`src/rtl/fcf_pkg.sv`:
```
package fcf_pkg;
   localparam int MIN_PER_HOUR = 60;
   localparam int HOUR_PER_DAY = 24;
   localparam int CTL_VALID_BIT = 6;
   localparam logic [6:0] PC_ID_HIGH = 7'h7F;

   typedef logic [7:0] enc_byte_t;

   // 256-minus mapping, the same operation in both directions
   function automatic enc_byte_t neg256(input enc_byte_t b);
      return 8'(8'd0 - b);
   endfunction
endpackage

```
`src/rtl/fcf_phase_acc.sv`:
```
module fcf_phase_acc #(
   parameter int TICKS_PER_MIN = 60000,
   parameter int RATE_W        = 7
) (
   input  logic              clk_i,
   input  logic              rst_ni,
   input  logic              tick_i,
   input  logic              clear_i,
   input  logic [RATE_W-1:0] rate_i,
   output logic              step_o
);
   localparam int PH_W = $clog2(TICKS_PER_MIN + (2 ** RATE_W));
   localparam logic [PH_W-1:0] LIMIT = PH_W'(TICKS_PER_MIN);
   localparam bit IS_POW2 = (TICKS_PER_MIN & (TICKS_PER_MIN - 1)) == 0;

   if (TICKS_PER_MIN < (2 ** RATE_W)) begin : g_bad_limit
      $fatal(1, "TICKS_PER_MIN must exceed the largest rate");
   end

   logic [PH_W-1:0] phase_q;
   logic [PH_W-1:0] sum;
   logic [PH_W-1:0] rem;
   logic            over;
   logic            advance;

   assign sum     = phase_q + PH_W'(rate_i);
   assign advance = tick_i && !clear_i && (rate_i != '0);

   if (IS_POW2) begin : g_pow2
      localparam int LOG_T = $clog2(TICKS_PER_MIN);
      // sum < 2*T, so the carry bit alone flags a full minute
      assign over = sum[LOG_T];
      assign rem  = sum & PH_W'(TICKS_PER_MIN - 1);
   end else begin : g_cmp
      assign over = (sum >= LIMIT);
      assign rem  = sum - LIMIT;
   end

   assign step_o = advance && over;

   always_ff @(posedge clk_i or negedge rst_ni) begin
      if (!rst_ni) begin
         phase_q <= '0;
      end else if (clear_i) begin
         phase_q <= '0;
      end else if (advance) begin
         phase_q <= over ? rem : sum;
      end
   end

   AST_PHASE_BELOW_LIMIT: assert property (@(posedge clk_i) disable iff (!rst_ni)
      phase_q < LIMIT);
   AST_FROZEN_HOLDS: assert property (@(posedge clk_i) disable iff (!rst_ni)
      (tick_i && !clear_i && rate_i == '0) |=> $stable(phase_q));
   AST_SYNC_CLEARS: assert property (@(posedge clk_i) disable iff (!rst_ni)
      clear_i |=> (phase_q == '0));
endmodule

```
`src/rtl/fcf_enc_wrap.sv`:
```
module fcf_enc_wrap
   import fcf_pkg::*;
#(
   parameter int MOD = 60
) (
   input  logic      clk_i,
   input  logic      rst_ni,
   input  logic      load_i,
   input  enc_byte_t load_enc_i,
   input  logic      step_i,
   output enc_byte_t enc_o,
   output enc_byte_t bin_o,
   output logic      wrap_o
);
   if (MOD < 2 || MOD > 128) begin : g_bad_mod
      $fatal(1, "MOD must lie in 2..128");
   end

   localparam enc_byte_t LAST_BIN = 8'(MOD - 1);
   localparam enc_byte_t LAST_ENC = 8'(256 - (MOD - 1));

   enc_byte_t enc_q;
   enc_byte_t load_bin;
   logic      at_last;

   assign bin_o    = neg256(enc_q);
   assign load_bin = neg256(load_enc_i);
   assign at_last  = (bin_o == LAST_BIN);
   assign wrap_o   = step_i && at_last;
   assign enc_o    = enc_q;

   always_ff @(posedge clk_i or negedge rst_ni) begin
      if (!rst_ni) begin
         enc_q <= '0;
      end else if (load_i) begin
         enc_q <= (load_bin > LAST_BIN) ? LAST_ENC : load_enc_i;
      end else if (step_i) begin
         // one value up is one encoded count down
         enc_q <= at_last ? 8'd0 : enc_q - 8'd1;
      end
   end

   AST_VALUE_LEGAL: assert property (@(posedge clk_i) disable iff (!rst_ni)
      bin_o <= LAST_BIN);
   AST_WRAPS_TO_ZERO: assert property (@(posedge clk_i) disable iff (!rst_ni)
      (step_i && !load_i && at_last) |=> (enc_o == 8'd0));
   AST_LOAD_SATURATES: assert property (@(posedge clk_i) disable iff (!rst_ni)
      (load_i && load_bin > LAST_BIN) |=> (bin_o == LAST_BIN));
endmodule

```
`src/rtl/fast_clock_follower.sv`:
```
module fast_clock_follower
   import fcf_pkg::*;
#(
   parameter int TICKS_PER_MIN = 60000,
   parameter int RATE_W        = 7,
   parameter int DAY_W         = 7
) (
   input  logic              clk_i,
   input  logic              rst_ni,
   input  logic              tick_i,
   input  logic              sync_vld_i,
   input  logic [RATE_W-1:0] sync_rate_i,
   input  logic [7:0]        sync_min_enc_i,
   input  logic [7:0]        sync_hr_enc_i,
   input  logic [DAY_W-1:0]  sync_day_i,
   input  logic [7:0]        sync_ctl_i,
   input  logic [6:0]        sync_id_lo_i,
   input  logic [6:0]        sync_id_hi_i,
   output logic [RATE_W-1:0] rate_o,
   output logic [5:0]        minute_o,
   output logic [4:0]        hour_o,
   output logic [DAY_W-1:0]  day_o,
   output logic [7:0]        min_enc_o,
   output logic [7:0]        hr_enc_o,
   output logic [6:0]        id_lo_o,
   output logic [6:0]        id_hi_o,
   output logic              never_set_o,
   output logic              pc_setter_o
);
   if (RATE_W < 1 || RATE_W > 7) begin : g_bad_rate
      $fatal(1, "RATE_W must lie in 1..7");
   end
   if (DAY_W < 1) begin : g_bad_day
      $fatal(1, "DAY_W must be positive");
   end

   logic              accept;
   logic              min_step;
   logic              hr_step;
   logic              day_step;
   logic [RATE_W-1:0] rate_q;
   logic [DAY_W-1:0]  day_q;
   logic [6:0]        id_lo_q;
   logic [6:0]        id_hi_q;
   enc_byte_t         min_bin;
   enc_byte_t         hr_bin;
   logic              unused_ctl_bits;

   assign accept          = sync_vld_i && sync_ctl_i[CTL_VALID_BIT];
   assign unused_ctl_bits = ^{sync_ctl_i[7], sync_ctl_i[5:0], min_bin[7:6], hr_bin[7:5]};

   fcf_phase_acc #(.TICKS_PER_MIN(TICKS_PER_MIN), .RATE_W(RATE_W)) u_phase (
      .clk_i  (clk_i),
      .rst_ni (rst_ni),
      .tick_i (tick_i),
      .clear_i(accept),
      .rate_i (rate_q),
      .step_o (min_step)
   );

   fcf_enc_wrap #(.MOD(MIN_PER_HOUR)) u_minute (
      .clk_i     (clk_i),
      .rst_ni    (rst_ni),
      .load_i    (accept),
      .load_enc_i(sync_min_enc_i),
      .step_i    (min_step),
      .enc_o     (min_enc_o),
      .bin_o     (min_bin),
      .wrap_o    (hr_step)
   );

   fcf_enc_wrap #(.MOD(HOUR_PER_DAY)) u_hour (
      .clk_i     (clk_i),
      .rst_ni    (rst_ni),
      .load_i    (accept),
      .load_enc_i(sync_hr_enc_i),
      .step_i    (hr_step),
      .enc_o     (hr_enc_o),
      .bin_o     (hr_bin),
      .wrap_o    (day_step)
   );

   always_ff @(posedge clk_i or negedge rst_ni) begin
      if (!rst_ni) begin
         rate_q  <= '0;
         day_q   <= '0;
         id_lo_q <= '0;
         id_hi_q <= '0;
      end else if (accept) begin
         rate_q  <= sync_rate_i;
         day_q   <= sync_day_i;
         id_lo_q <= sync_id_lo_i;
         id_hi_q <= sync_id_hi_i;
      end else if (day_step) begin
         day_q <= day_q + 1'b1;
      end
   end

   assign rate_o      = rate_q;
   assign day_o       = day_q;
   assign minute_o    = min_bin[5:0];
   assign hour_o      = hr_bin[4:0];
   assign id_lo_o     = id_lo_q;
   assign id_hi_o     = id_hi_q;
   assign never_set_o = (id_lo_q == 7'd0) && (id_hi_q == 7'd0);
   assign pc_setter_o = (id_hi_q == PC_ID_HIGH);

   AST_HIDDEN_SYNC_IGNORED: assert property (@(posedge clk_i) disable iff (!rst_ni)
      (sync_vld_i && !sync_ctl_i[CTL_VALID_BIT])
         |=> ($stable(id_lo_o) && $stable(id_hi_o) && $stable(rate_o)));
   AST_RATE_ADOPTED: assert property (@(posedge clk_i) disable iff (!rst_ni)
      accept |=> (rate_o == $past(sync_rate_i)));
   AST_DAY_CARRY: assert property (@(posedge clk_i) disable iff (!rst_ni)
      (day_step && !accept) |=> (day_o == $past(day_o) + 1'b1));
   AST_FROZEN_TIME: assert property (@(posedge clk_i) disable iff (!rst_ni)
      (rate_o == '0 && !accept) |=> ($stable(min_enc_o) && $stable(hr_enc_o)));
endmodule

```
`config.mk`:
```
export PLATFORM = sky130hd
export DESIGN_NAME = fast_clock_follower
export DESIGN_NICKNAME = d
export VERILOG_FILES = /design/src/rtl/fcf_pkg.sv /design/src/rtl/fcf_phase_acc.sv /design/src/rtl/fcf_enc_wrap.sv /design/src/rtl/fast_clock_follower.sv
export SDC_FILE = /design/constraint.sdc
export NUM_CORES = 1
export LEC_CHECK = 0
export BUFFER_PORTS_ARGS = -buffer_cell sky130_fd_sc_hd__buf_2
export CORE_AREA = 2 2 92 94
export CTS_CLUSTER_SIZE = 20
export DETAILED_ROUTE_END_ITERATION = 6
export DIE_AREA = 0 0 94 96
export GPL_ROUTABILITY_DRIVEN = 0
export PLACE_DENSITY_LB_ADDON = 0.15
export SLEW_MARGIN = 25
export SYNTH_ARGS = -nofsm -noshare
export SYNTH_HDL_FRONTEND = slang
export SYNTH_HIERARCHICAL = 1
export SYNTH_SLANG_ARGS = --single-unit
```
`constraint.sdc`:
```
create_clock -name clk_i -period 5.2 [get_ports clk_i]
set_input_delay 0.78 -clock clk_i [delete_from_list [all_inputs] [get_ports clk_i]]
set_output_delay 0.78 -clock clk_i [all_outputs]
set_load 0.005 [all_outputs]
```
==> results of run 1 <==
worst min path at each step:
stage | startpoint | end | slack [ns] | cells past startpoint
3_3_place_gp | id_lo_o[1] | id_lo_o[1] | 0.47 | 2
2_1_floorplan | rst_ni | day_o[0] | 0.48 | 0
3_5_place_dp | id_lo_o[0] | id_lo_o[0] | 0.51 | 2
4_1_cts | id_lo_o[0] | id_lo_o[0] | 0.52 | 2
5_1_grt | id_lo_o[4] | id_lo_o[4] | 0.54 | 2
6_report | id_lo_o[4] | id_lo_o[4] | 0.51 | 2
metrics by stage:
stage	worst slack [ns]	power (mW)	hold slack (ns)	utilization	cells
final	0.7863	1.620	0.5149	0.6087	692
after global routing	0.4387	1.733	0.5425	0.6087	692
after CTS	0.7622	1.629	0.5214	0.6087	692
after detailed placement	0.7733	1.191	0.5058	0.5838	677
after global placement	0.8676	1.173	0.4732	0.5838	677
after floorplan	1.008	1.023	0.4831	-	482
power by group:
part           total, mW  switching (mW)  internal [mW]
Combinational      0.576           0.331          0.245
Sequential         0.612          0.0840          0.528
Clock              0.432           0.188          0.244
cell type report:
type,instances,area [um2],share of cell area
Clock inverter,4,48.80,0.009957
Tap cell,105,131.4,0.02681
Inverter,14,52.55,0.01072
Clock buffer,11,151.4,0.03089
Timing Repair Buffer,110,563.0,0.1149
Sequential cell,60,1501,0.3064
Multi-Input combinational cell,388,2452,0.5004
layer usage:
metal / track usage / vias to the layer above
li1: - / 1929
met1: 0.2893 / 1839
met5: 0 / -
met4: 0.07367 / 0
met2: 0.4179 / 103
met3: 0.05638 / 11
sequential cells by signal, summed over array words and instances, names as in the netlist:
| register | count |
|---|---|
| u_phase/phase_q | 16 |
| u_hour/enc_o | 8 |
| u_minute/enc_o | 8 |
| day_o | 7 |
| id_hi_o | 7 |
| id_lo_o | 7 |
| rate_o | 7 |
worst max-delay path, stage by stage (launching register included):
cell,delay (ns)
sky130_fd_sc_hd__dfrtp_1,0.43
sky130_fd_sc_hd__ha_1,0.27
sky130_fd_sc_hd__fa_1,0.44
sky130_fd_sc_hd__a211oi_2,0.25
sky130_fd_sc_hd__o21ai_1,0.15
sky130_fd_sc_hd__a21oi_2,0.31
sky130_fd_sc_hd__a41oi_1,0.19
sky130_fd_sc_hd__o21a_1,0.19
sky130_fd_sc_hd__nor2_1,0.23
sky130_fd_sc_hd__and3_1,0.37
sky130_fd_sc_hd__inv_1,0.18
sky130_fd_sc_hd__nor3_1,0.31
sky130_fd_sc_hd__and2_1,0.36
sky130_fd_sc_hd__nand4_4,0.14
sky130_fd_sc_hd__or3_1,0.35
sky130_fd_sc_hd__a31oi_1,0.17
==> results.rst, run 1 <==
.. list-table::
   :header-rows: 1

   * - Metric
     - Value
   * - Filler cell count in the final layout
     - 739
   * - H-Tree Level Count
     - 3
   * - Number of buffers added on ports
     - 105
   * - Number of detailed-route iterations in the first pass
     - 4
   * - Internal reg-to-reg setup slack
     - 0.79 ns
   * - Critical R2R Launch
     - rate_o[0]
   * - Maximum fanout encountered on the critical timing path
     - 9
   * - Most common library cell in the layout ignoring fill and taps
     - sky130_fd_sc_hd__nand2_1
   * - Placeable core region
     - 0.008051 mm2
   * - Initial antenna violation count
     - 0
   * - Wire length on met2
     - 5.019 mm
   * - Standard-cell row count
     - 33
   * - Overflow left after global routing
     - 0
   * - Maximum buffer depth of the clock tree
     - 2
   * - Worst Setup Path Type
     - reg2reg
   * - Average via count per standard cell
     - 5.610
   * - Beginning of the critical path
     - rate_o[0]
   * - Number of antenna diodes
     - 0
   * - Tot GR Track Use
     - 0.2376
   * - Summed area of non-filler cells in the final layout
     - 0.004901 mm2
   * - Highest-count cells in the layout ignoring fill and taps
     - 116 x sky130_fd_sc_hd__nand2_1, 105 x sky130_fd_sc_hd__buf_2, 60 x sky130_fd_sc_hd__dfrtp_1, 31 x sky130_fd_sc_hd__nor2_1, 24 x sky130_fd_sc_hd__a21oi_1
   * - Total of endpoints with negative setup slack in the final report
     - 0
   * - Critical Path Sink Type
     - flip-flop
   * - Fraction of layout cells with a size suffix above 1
     - 0.2555
   * - Max cap viols
     - 0
   * - Syn nets
     - 552
   * - Post-Synthesis Mean Instance Area
     - 8.530 um2
   * - Later-pin clock latency in the skew report
     - 0.34 ns
   * - Height of the die
     - 96 um
   * - Num CTS Buffers
     - 9
   * - Data arrival time of the critical path
     - 4.68 ns
   * - Mapped cell area
     - 0.004111 mm2
   * - TritonCTS clock tree
     - built
   * - Static Leak
     - 2.239 nW
   * - Residual DRC
     - 0
   * - Sinks on Clock Net
     - 60
   * - Area enclosed by the die boundary
     - 0.009024 mm2
   * - Final hold violation count
     - 0
   * - Final Critical Period
     - 4.414 ns
   * - Required time worst endpoint
     - 5.46 ns
   * - Capturing point of the worst reg2reg path
     - day_o[6]
   * - Worst supply voltage drop on vdd
     - 0.1340 mV
   * - Number of nets in the layout
     - 653
   * - Transition time at the pin with the least slew margin
     - 0.7553 ns
   * - Largest net degree at the start of global routing
     - 75
   * - Crit path launch type
     - flip-flop
   * - Power density of the placed cells
     - 330.6 mW/mm2
   * - # hold bufs at CTS
     - 0
   * - Residual antenna-violating net count after detailed routing
     - 0
   * - Master cell of the clock root buffer
     - sky130_fd_sc_hd__clkbuf_8
   * - Area grow syn2layout
     - 19.20%
   * - Routed via count
     - 3882
   * - Number of warnings printed during yosys synthesis
     - 6
   * - Length of routed wiring on met1
     - 4.410 mm
   * - Detailed placement HPWL
     - 7.360 mm
   * - Depth of the worst register-to-register path
     - 15
   * - Slew margin rel.
     - 0.4965
   * - Clock transition at the registers of the reported paths
     - 0.07 ns
   * - Run status
     - complete, no violations
   * - Maximum clock frequency
     - 226.6 MHz
   * - Top metal layer carrying routed signals
     - met4
   * - Count of routing violations after the opening detailed-route iteration
     - 186
   * - Routed wire length
     - 10.15 mm
   * - Synthesized instance count
     - 482
   * - Post-CTS resize count
     - 0
   * - Final critical-path share of the clock period
     - 0.8488
   * - Via count of the first global-routing pass
     - 3629
   * - Hold Path Class
     - reg2reg
   * - Die width
     - 94 um
   * - First-pass GRT wire length
     - 16.86 mm
   * - RSZ-0062 raised after global routing
     - no
   * - Routed wire length per instance
     - 14.66 um
   * - Worst setup endpoint
     - day_o[6]
   * - Effective utilization at floorplan
     - 0.5106
   * - Routed length on met3
     - 598 um
   * - Buffers inserted by post-CTS timing repair
     - 0
   * - Count of pins on the block boundary
     - 113
   * - Max Transition Viols Final
     - 0
   * - Worst setup skew after layout
     - 0.01281 ns
   * - Setup total negative slack
     - 0 ns
   * - Dpl cell area
     - 0.004701 mm2
(Power assumes the default switching activity.)
==> run 2, diff against run 1 <==
- ABC_AREA: not set -> 1
- CORE_AREA: 2 2 92 94 -> 2 2 93 95
- DIE_AREA: 0 0 94 96 -> 0 0 95 97
- clock period: 5.2 -> 4.4 ns (I/O delays scaled with it)
==> run 2 against run 1 <==
  * Critical path depth is 9 higher
  * Total power is 26% higher
  * Clock skew is 0.0026 ns higher
  * Fmax is 12% higher
  * Non-clock buffer count is 1 lower
  * Synthesized area is 6.2% higher
  * Routed wire length is 12% higher
==> results.rst, run 2 <==
.. list-table::
   :header-rows: 1

   * - Metric
     - Value
   * - Run status
     - complete, no violations
   * - Transition time at the pin with the least slew margin
     - 0.6871 ns
   * - Largest net degree at the start of global routing
     - 48
   * - Area enclosed by the die boundary
     - 0.009215 mm2
   * - Crit path launch type
     - flip-flop
   * - Critical R2R Launch
     - rate_o[0]
   * - Number of different library cells in the post-synthesis netlist
     - 42
   * - Number of detailed-route iterations in the first pass
     - 4
   * - Routed via count
     - 4543
   * - Max Transition Viols Final
     - 0
   * - Maximum buffer depth of the clock tree
     - 2
   * - Count of routing violations after the opening detailed-route iteration
     - 217
   * - Post-CTS resize count
     - 0
   * - Most common library cell in the layout ignoring fill and taps
     - sky130_fd_sc_hd__nand2_1
   * - Post-Synthesis Mean Instance Area
     - 6.626 um2
   * - Residual DRC
     - 0
   * - Maximum fanout encountered on the critical timing path
     - 12
   * - Worst setup endpoint
     - day_o[4]
   * - Hold slack
     - 0.3589 ns
   * - Later-pin clock latency in the skew report
     - 0.34 ns
   * - Initial antenna violation count
     - 0
   * - First-pass GRT wire length
     - 19.79 mm
   * - Number of nets in the layout
     - 837
   * - Critical Path Sink Type
     - flip-flop
   * - Via count of the first global-routing pass
     - 4573
   * - Num CTS Buffers
     - 9
   * - Proportion of synthesized flip-flops having asynchronous set or reset
     - 1.000
   * - Sinks on Clock Net
     - 60
   * - Routed wire length per instance
     - 12.97 um
   * - Final Critical Period
     - 3.929 ns
   * - Height of the die
     - 97 um
   * - Library cell with the largest summed area after synthesis
     - sky130_fd_sc_hd__dfrtp_1
   * - Placeable core region
     - 0.008134 mm2
   * - Portion of total power attributed to combinational logic
     - 0.362
   * - Area share of the leading cell type in the synthesized netlist
     - 0.3438
   * - Biggest area contributors in the synthesized netlist
     - sky130_fd_sc_hd__dfrtp_1 34%, sky130_fd_sc_hd__nand2_1 21%, sky130_fd_sc_hd__nand3_1 6.8%
   * - Slew margin rel.
     - 0.5420
   * - Master cell of the clock root buffer
     - sky130_fd_sc_hd__clkbuf_8
   * - Tot GR Track Use
     - 0.2647
   * - Setup total negative slack
     - 0 ns
   * - Required time worst endpoint
     - 4.63 ns
   * - Post-route total power
     - 2.034 mW
   * - Detailed placement HPWL
     - 8.783 mm
   * - Slack of the critical path
     - 0.4707 ns
   * - Synthesized instance count
     - 659
   * - RSZ-0062 raised after global routing
     - no
   * - Standard-cell row count
     - 33
   * - Commonest cells post-synth
     - 239 x sky130_fd_sc_hd__nand2_1, 76 x sky130_fd_sc_hd__inv_1, 60 x sky130_fd_sc_hd__dfrtp_1
   * - Worst supply voltage drop on vdd
     - 0.1732 mV
   * - Hold Path Class
     - in2async
   * - Beginning of the critical path
     - rate_o[0]
   * - # hold bufs at CTS
     - 0
   * - Overflow left after global routing
     - 0
   * - Clock transition at the registers of the reported paths
     - 0.08 ns
   * - Mapped cell area
     - 0.004367 mm2
   * - Fraction of power consumed by sequential logic
     - 0.364
   * - Summed area of non-filler cells in the final layout
     - 0.005196 mm2
   * - Clock network power share
     - 0.274
   * - Max cap viols
     - 0
   * - Placement Setup Slack
     - 0.5544 ns
   * - Internal reg-to-reg setup slack
     - 0.47 ns
   * - Effective utilization at floorplan
     - 0.5368
   * - Area grow syn2layout
     - 19.00%
   * - Depth of the worst register-to-register path
     - 24
   * - Number of synthesized flops with an enable pin
     - 0
   * - Number of buffers added on ports
     - 105
   * - Highest-count cells in the layout ignoring fill and taps
     - 239 x sky130_fd_sc_hd__nand2_1, 105 x sky130_fd_sc_hd__buf_2, 76 x sky130_fd_sc_hd__inv_1, 60 x sky130_fd_sc_hd__dfrtp_1, 59 x sky130_fd_sc_hd__nand3_1
   * - Count of pins on the block boundary
     - 113
   * - Dpl cell area
     - 0.004979 mm2
   * - Fraction of layout cells with a size suffix above 1
     - 0.2358
   * - Static Leak
     - 2.909 nW
   * - Buffers inserted by post-CTS timing repair
     - 0
   * - Worst setup skew after layout
     - 0.01536 ns
   * - Register name with the most flops
     - u_phase/phase_q
   * - Post-synthesis register bit count
     - 60
   * - Top_reg_cell synth
     - sky130_fd_sc_hd__dfrtp_1
   * - Residual antenna-violating net count after detailed routing
     - 0
   * - Syn nets
     - 729
   * - Cell-internal power
     - 1.264 mW
   * - Number of antenna diodes
     - 0
   * - H-Tree Level Count
     - 3
   * - Data arrival time of the critical path
     - 4.16 ns
   * - Routed wire length
     - 11.37 mm
   * - Net switching power
     - 0.7702 mW
   * - Power density of the placed cells
     - 391.5 mW/mm2
   * - Largest register FFs
     - 16
   * - Cell with the most instances after synthesis
     - sky130_fd_sc_hd__nand2_1
   * - Proportion of synthesized chip area in sequential cells
     - 0.3438
   * - Filler cell count in the final layout
     - 778
   * - Die width
     - 95 um
   * - Maximum clock frequency
     - 254.5 MHz
   * - Capturing point of the worst reg2reg path
     - day_o[4]
   * - Final critical-path share of the clock period
     - 0.8930
   * - Worst Setup Path Type
     - reg2reg
   * - Final hold violation count
     - 0
   * - Switch share
     - 0.3787
   * - Average via count per standard cell
     - 5.180
   * - Number of warnings printed during yosys synthesis
     - 6
   * - Total of endpoints with negative setup slack in the final report
     - 0
   * - TritonCTS clock tree
     - built
[run 2: layout make-up]
class / instances / area, um2 / share of cell area
well taps: 105 / 131.4 / 0.02528
inverters: 88 / 330.3 / 0.06357
clock inverters: 4 / 72.57 / 0.01397
clock buffers: 12 / 145.1 / 0.02793
multi-input cells: 499 / 2460 / 0.4734
repair buffers: 109 / 555.5 / 0.1069
flip-flops and latches: 60 / 1501 / 0.2889
[run 2: logic make-up after synthesis]
| kind of cell | share of synthesized area |
|---|---|
| AOI/OAI and AO/OA | 0.07364 |
| xor gates and xnor gates | 0.01203 |
| adders and majority gates | 0.04183 |
| buffers and inverters | 0.09283 |
| DFF | 0.3438 |
| and+or+nand+nor | 0.4358 |
[run 2: stage by stage]
stage / util / cells
4_1_cts: 0.6388 / 877
3_3_place_gp: 0.6121 / 861
3_5_place_dp: 0.6121 / 861
6_report: 0.6388 / 877
5_1_grt: 0.6388 / 877
2_1_floorplan: - / 659
[run 2: power groups by stage]
stage               logic, mW  registers, mW  clock network, mW
finish                  0.737          0.741              0.557
global route            0.837          0.756              0.600
CTS                     0.736          0.740              0.569
detailed placement      0.729          0.749                  0
global placement        0.698          0.746                  0
floorplan               0.507          0.732                  0
[run 2: worst max-delay path, cell delays in order (launching register included)]
cell and delay, ns:
sky130_fd_sc_hd__dfrtp_1 0.42, sky130_fd_sc_hd__ha_1 0.26, sky130_fd_sc_hd__fa_1 0.38, sky130_fd_sc_hd__nand2_1 0.11
sky130_fd_sc_hd__nand2_1 0.08, sky130_fd_sc_hd__nand3_1 0.09, sky130_fd_sc_hd__nand2_1 0.09, sky130_fd_sc_hd__nand2_1 0.13
sky130_fd_sc_hd__nand3_1 0.09, sky130_fd_sc_hd__nand2_1 0.13, sky130_fd_sc_hd__nand2_4 0.08, sky130_fd_sc_hd__nor3_4 0.16
sky130_fd_sc_hd__inv_2 0.08, sky130_fd_sc_hd__nand2_2 0.20, sky130_fd_sc_hd__inv_2 0.06, sky130_fd_sc_hd__nor2_1 0.12
sky130_fd_sc_hd__inv_1 0.12, sky130_fd_sc_hd__nor2_2 0.23, sky130_fd_sc_hd__inv_1 0.12, sky130_fd_sc_hd__nor2_1 0.32
sky130_fd_sc_hd__inv_1 0.07, sky130_fd_sc_hd__nand2_1 0.13, sky130_fd_sc_hd__inv_2 0.11, sky130_fd_sc_hd__nor3_1 0.15
sky130_fd_sc_hd__nor2_1 0.07
[run 2: worst min-delay path by stage]
stage / slack, ns / start / to
final: 0.36 / rst_ni / rate_o[0]
after global routing: 0.41 / rst_ni / rate_o[4]
after CTS: 0.37 / rst_ni / rate_o[4]
after detailed placement: 0.48 / u_phase/phase_q[3] / u_phase/phase_q[3]
after global placement: 0.47 / u_phase/phase_q[4] / u_phase/phase_q[4]
after floorplan: 0.36 / rst_ni / day_o[0]
[run 2: per-layer routing]
metal,routed length (um),up-vias,part of all wire,track usage
met3,487,6,0.043,0.05218
met1,5070,2138,0.45,0.3407
li1,-,2301,-,-
met5,0,-,0,0
met4,71,0,0.0062,0.07358
met2,5745,98,0.51,0.4484
